`config.mk`:
```
export PLATFORM = sky130hd
export DESIGN_NAME = acc_config_adder
export DESIGN_NICKNAME = d
export VERILOG_FILES = /design/src/rtl/acc_adder_pkg.sv /design/src/rtl/acc_bit_cell.sv /design/src/rtl/acc_segment.sv /design/src/rtl/acc_boundary_mux.sv /design/src/rtl/acc_config_adder.sv
export SDC_FILE = /design/constraint.sdc
export NUM_CORES = 1
export LEC_CHECK = 0
export CORE_AREA = 3 3 40 42
export DETAILED_ROUTE_END_ITERATION = 7
export DIE_AREA = 0 0 43 45
export DONT_BUFFER_PORTS = 1
export SLEW_MARGIN = 20
export SYNTH_ARGS = -nofsm -noshare
export SYNTH_HDL_FRONTEND = slang
export SYNTH_SLANG_ARGS = --single-unit
```
`constraint.sdc`:
```
create_clock -name vclk -period 13.3
set_input_delay 0 -clock vclk [all_inputs]
set_output_delay 0 -clock vclk [all_outputs]
set_load 0.03 [all_outputs]
```
`src/rtl/acc_adder_pkg.sv`:
```
package acc_adder_pkg;

    localparam int unsigned ADD_W = 12;
    localparam int unsigned SEG_W = 4;

    typedef enum logic {
        MODE_EXACT  = 1'b0,
        MODE_APPROX = 1'b1
    } add_mode_e;

    typedef struct packed {
        logic prop;
        logic gen;
    } pg_t;

    function automatic pg_t pg_of(input logic a, input logic b);
        pg_t r;
        r.prop = a ^ b;
        r.gen  = a & b;
        return r;
    endfunction

endpackage

```
`src/rtl/acc_bit_cell.sv`:
```
module acc_bit_cell
    import acc_adder_pkg::*;
(
    input  logic a,
    input  logic b,
    input  logic c_sum,
    input  logic c_chain,
    output logic s,
    output logic c_out,
    output logic gen
);
    pg_t pg;

    always_comb begin
        pg    = pg_of(a, b);
        s     = pg.prop ^ c_sum;
        c_out = pg.gen | (pg.prop & c_chain);
        gen   = pg.gen;
    end
endmodule

```
`src/rtl/acc_segment.sv`:
```
module acc_segment #(
    parameter int unsigned SEG_W = 4
) (
    input  logic [SEG_W-1:0] a,
    input  logic [SEG_W-1:0] b,
    input  logic             cin_sum,
    input  logic             cin_chain,
    output logic [SEG_W-1:0] sum,
    output logic             cout,
    output logic             gen_top
);
    logic [SEG_W-1:0] carry;
    logic [SEG_W-1:0] gen;

    for (genvar j = 0; j < SEG_W; j++) begin : g_bit
        logic cs;
        logic cc;
        if (j == 0) begin : g_first
            assign cs = cin_sum;
            assign cc = cin_chain;
        end else begin : g_rest
            assign cs = carry[j-1];
            assign cc = carry[j-1];
        end
        acc_bit_cell u_cell (
            .a      (a[j]),
            .b      (b[j]),
            .c_sum  (cs),
            .c_chain(cc),
            .s      (sum[j]),
            .c_out  (carry[j]),
            .gen    (gen[j])
        );
    end

    assign cout    = carry[SEG_W-1];
    assign gen_top = gen[SEG_W-1];

    // when both entry carries agree the segment is a plain ripple adder
    always_comb begin
        if (cin_sum == cin_chain) begin
            p_seg_ripple_r5: assert ({cout, sum} ==
                ({1'b0, a} + {1'b0, b} + {{SEG_W{1'b0}}, cin_sum}))
                else $error("segment ripple mismatch");
        end
    end
endmodule

```
`src/rtl/acc_boundary_mux.sv`:
```
module acc_boundary_mux
    import acc_adder_pkg::*;
(
    input  add_mode_e mode,
    input  logic      carry_true,
    input  logic      gen_top,
    output logic      carry_sel
);
    always_comb begin
        unique case (mode)
            MODE_APPROX: carry_sel = gen_top;
            default:     carry_sel = carry_true;
        endcase
    end

    // a generate always implies a real carry, so the forwarded carry
    // can only under-estimate the true one
    always_comb begin
        p_pred_le_true_r4: assert (!carry_sel || carry_true)
            else $error("selected carry exceeds true carry");
    end
endmodule

```
`src/rtl/acc_config_adder.sv`:
```
module acc_config_adder
    import acc_adder_pkg::*;
#(
    parameter int unsigned WIDTH = ADD_W,
    parameter int unsigned SEG_W = acc_adder_pkg::SEG_W
) (
    input  logic [WIDTH-1:0] a_i,
    input  logic [WIDTH-1:0] b_i,
    input  logic             cin_i,
    input  logic             approx_i,
    output logic [WIDTH-1:0] sum_o,
    output logic             cout_o
);
    localparam int unsigned NSEG  = WIDTH / SEG_W;
    localparam int unsigned LOW_W = (NSEG > 1) ? SEG_W + 1 : WIDTH;

    add_mode_e mode;
    assign mode = add_mode_e'(approx_i);

    logic [NSEG-1:0] seg_cout;
    logic [NSEG-1:0] seg_gen;
    logic [NSEG-1:0] seg_sel;

    for (genvar k = 0; k < NSEG; k++) begin : g_seg
        logic c_sum_in;
        logic c_chain_in;
        if (k == 0) begin : g_base
            assign c_sum_in   = cin_i;
            assign c_chain_in = cin_i;
        end else begin : g_upper
            assign c_sum_in   = seg_cout[k-1];
            assign c_chain_in = seg_sel[k-1];
        end

        acc_segment #(.SEG_W(SEG_W)) u_seg (
            .a        (a_i[k*SEG_W +: SEG_W]),
            .b        (b_i[k*SEG_W +: SEG_W]),
            .cin_sum  (c_sum_in),
            .cin_chain(c_chain_in),
            .sum      (sum_o[k*SEG_W +: SEG_W]),
            .cout     (seg_cout[k]),
            .gen_top  (seg_gen[k])
        );

        acc_boundary_mux u_mux (
            .mode      (mode),
            .carry_true(seg_cout[k]),
            .gen_top   (seg_gen[k]),
            .carry_sel (seg_sel[k])
        );
    end

    assign cout_o = seg_cout[NSEG-1];

    logic [WIDTH:0] exact_sum;
    assign exact_sum = {1'b0, a_i} + {1'b0, b_i} + {{WIDTH{1'b0}}, cin_i};

    always_comb begin
        if (mode == MODE_EXACT) begin
            p_exact_sum_r1: assert ({cout_o, sum_o} == exact_sum)
                else $error("exact mode sum wrong");
        end
        p_low_exact_r2: assert (sum_o[LOW_W-1:0] == exact_sum[LOW_W-1:0])
            else $error("low bits differ from exact sum");
    end
endmodule

```
* Word-level counts from Yosys, hierarchy flattened
Index checks and enable logic that the tools add are counted.
** Storage, ports and cells
- Logic and storage cells :: 62
- Bits of input ports :: 26
- Register bits after elaboration :: 0
** Cells by class
- Mux-type cells :: 2
- Bitwise gates (word level) :: 60
** Operators with widths (count)
- AND 1 bit :: 24
- bitwise XOR 1 bit :: 24
- bitwise OR 1 bit :: 12
- 2-to-1 mux 1 bit :: 2

* Depth between registers and ports, before layout
- Depth in word-level cells :: 27
- Depth in mapped cells :: 19
- Mapped depth without buffers :: 18

* Modules after synthesis
From an unflattened synthesis, not the netlist that was laid out.
** Unflattened totals
- Cells, all modules :: 38
- Area, all modules :: 375.4 µm²
** By module, submodules not included
- acc_bit_cell :: sequential area each 0.0 µm², instances 12, area each 28.8 µm², cells each 3
- acc_boundary_mux :: sequential area each 0.0 µm², instances 2, area each 15.0 µm², cells each 1

* Worst setup path after synthesis
No wires, ideal clock.
- Kind :: input -> output
- From :: in a_i[0]
- To :: out sum_o[11]
- Cell stages on the path :: 19
- Data required time :: 13300 ps
- Slack :: 8447 ps
- Arrival :: 4853 ps
- Path through :: inv_1 > fa_1 > inv_1 > fa_1 > fa_1 > fa_1 > mux2_1 > a21o_1 > fa_1 > fa_1 > fa_1 > mux2_1 > a21o_1 > fa_1 > fa_1 > inv_1 > fa_1 > inv_1 > buf_4
** Between the ends
- Cells in the longest elaborated chain, start to end :: 26
- Elaborated cells on any way between the ends :: 27
** RTL lines
- start, declared :: RTL line acc_config_adder.sv:7 : input logic [WIDTH-1:0] a_i,
- bitwise XOR 1 bit :: RTL line acc_adder_pkg.sv:18 : r.prop = a ^ b;
- AND 1 bit :: RTL line acc_bit_cell.sv:17 : c_out = pg.gen | (pg.prop & c_chain);
- bitwise OR 1 bit (*) :: RTL line acc_bit_cell.sv:17
- AND 1 bit (*) :: RTL line acc_bit_cell.sv:17
- bitwise OR 1 bit (*) :: RTL line acc_bit_cell.sv:17
- AND 1 bit (*) :: RTL line acc_bit_cell.sv:17
- bitwise OR 1 bit (*) :: RTL line acc_bit_cell.sv:17
- AND 1 bit (*) :: RTL line acc_bit_cell.sv:17
- [10 not listed]
- 2-to-1 mux 1 bit (*) :: RTL line acc_boundary_mux.sv:10 : unique case (mode)
- AND 1 bit (*) :: RTL line acc_bit_cell.sv:17
- bitwise OR 1 bit (*) :: RTL line acc_bit_cell.sv:17
- AND 1 bit (*) :: RTL line acc_bit_cell.sv:17
- bitwise OR 1 bit (*) :: RTL line acc_bit_cell.sv:17
- AND 1 bit (*) :: RTL line acc_bit_cell.sv:17
- bitwise OR 1 bit (*) :: RTL line acc_bit_cell.sv:17
- bitwise XOR 1 bit (*) :: RTL line acc_bit_cell.sv:16 : s = pg.prop ^ c_sum;
- end, declared :: RTL line acc_config_adder.sv:11 : output logic [WIDTH-1:0] sum_o,
Every way passes the cells marked *; elsewhere a longest branch is shown, timed or not.

* Final worst setup path
Same ends and word-level chain as after synthesis.

==> reports/metrics.cfg <==
[routing]
viasPerCell=4.533
postRouteAntennaNets=0
drc=0
first_pass_iters=1
dr.first_iter.drc_count=0
wl_per_cell_um=12.69
drt-total-wl_um=571
num_vias=204

[power]
power.density_nw_per_um2=83.22
intPower_mw=0.008478
switching_share=0.7183
p_sw_mw=0.02161
leakagePower_nw=0.1923
fin_total_pwr_mw=0.03009
pwr-share-seq=0
combPwrFrac=1.000
p_clk_frac=0
ir_drop_mv=0.02746

[setup_path]
cp-start-kind=primary input
cp.depth=18
worstSetupPathType=in -> out
slowest_stage=fa_1
cpMostUsedCell=fa_1
cp.arrival_ps=4990
crit_family=adder cells
critical_path_required_ps=13300
path_max_fanout=2
max_stage_delay_ps=400
crit_path_end_kind=primary output
crit_buf_inv=4
crit_path_cell_trace=inv_1, fa_1, inv_1, fa_1, fa_1, fa_1, mux2_1, a21o_1, fa_1, fa_1, fa_1, mux2_1, a21o_1, fa_1, fa_1, inv_1, fa_1, inv_1

[yosys]
synth_area_leaders=fa_1 (46%), buf_4 (21%), ha_1 (12%)
synth_area_sq_um=432.9
yosysSeqAreaShare=0
synth_area_per_cell_sq_um=10.31
yosysTopAreaCell=fa_1
syn-num-nets=82
netlist.area_leader.share=0.4624
synth.distinct_cells=7
synth_warnings=0
syn_inst=42

[floorplanning]
core_sq_um=1285
die_h_um=45
start_util=0.3369
die_area_sq_um=1935
dieWidth_um=43
ios=39
rows=13

[sta]
period_needed_ps=4991
setup-violations-final=0
worst_pin_slew_ps=647.0
rsz0062_at_grt=no
final-hold-violation-count=0
post-route-period-util=0.3752
fin_setup_tns_ps=0
fmax_mhz=200.4
final-max-slew-violation-count=0
relSlewSlack=0.5672

[final_layout]
nFillCells=136
clkbuf_count=0
n_sequential_cell=0
diodes=0
drive_gt1_frac=0
fin_nets=72
seqCellArea_sq_um=0
area_delta_synth_final_pct=-16.47

[clocking]
cts_setup_buffers=0
ctsResizeCount=0
cts.hold.buffers_added=0

[status]
run_status=completed

[global_routing]
antenna_found_initial=0
grt_pass1_vias=203
grt-ovfl-total=0
grt_use_total=0.05700
grt_first_pass_wirelength_um=890
grt_max_degree=3

[hold_path]
whs_path_depth=3
hold_class=in -> out

[place]
port_buffers=0
hpwl_um=592.5
gp_congestion=0.5743

[job]
maxCapViolCount=0

per-stage QoR:
step | hold slack (ps) | utilization | setup WS [ps] | instance area, sq um | cells
detailed placement | 327.6 | 0.2814 | 8250 | 361.6 | 45
global route | 331.8 | 0.2814 | 8025 | 361.6 | 45
global placement | 326.0 | 0.2814 | 8258 | 361.6 | 45
CTS | 328.2 | 0.2814 | 8249 | 361.6 | 45
floorplan | 281.7 | - | 8447 | 432.9 | 42
finish | 320.8 | 0.2814 | 8310 | 361.6 | 45
cells in the final DEF (no fill, tap or decap):
cell type / n
a21o_1: 2
fa_1: 10
ha_1: 4
inv_1: 10
mux2_1: 2
xor2_1: 2
power groups by stage:
stage	combinational, mW	sequential (mW)	clock [mW]
finish	0.0301	0	0
global route	0.0324	0	0
CTS	0.0308	0	0
detailed placement	0.0307	0	0
global placement	0.0306	0	0
floorplan	0.0354	0	0
cells by family (layout without fill, tap and decap cells):
group / after synthesis / after routing / synth area share
buf+inv: 22 / 10 / 0.2948
xor+xnor: 2 / 2 / 0.04047
mux: 2 / 2 / 0.05202
fa+ha+maj: 14 / 14 / 0.5780
compound gates: 2 / 2 / 0.03467
Yosys cell counts:
cell type,count
mux2_1,2
buf_4,12
xor2_1,2
a21o_1,2
fa_1,10
ha_1,4
inv_1,10
final cells by class:
cell class	count	area, sq um	share of cell area
multi-input combinational	20	305.3	0.8443
inverter	10	37.54	0.1038
tap	15	18.77	0.05190
worst paths after layout:
kind	startpoint	endpoint
worst max-delay path	a_i[0]	sum_o[11]
worst min-delay path	cin_i	sum_o[0]
metal layers:
layer  vias up  GRT usage  share of wire  wire (um)
met5         -          0              0          0
met1        91    0.07371           0.34        192
met3         0    0.01992           0.20        117
met2        27    0.09880           0.46        262
li1         86          -              -          -
met4         0          0              0          0
Note: power is estimated with default switching activity, not from simulation.
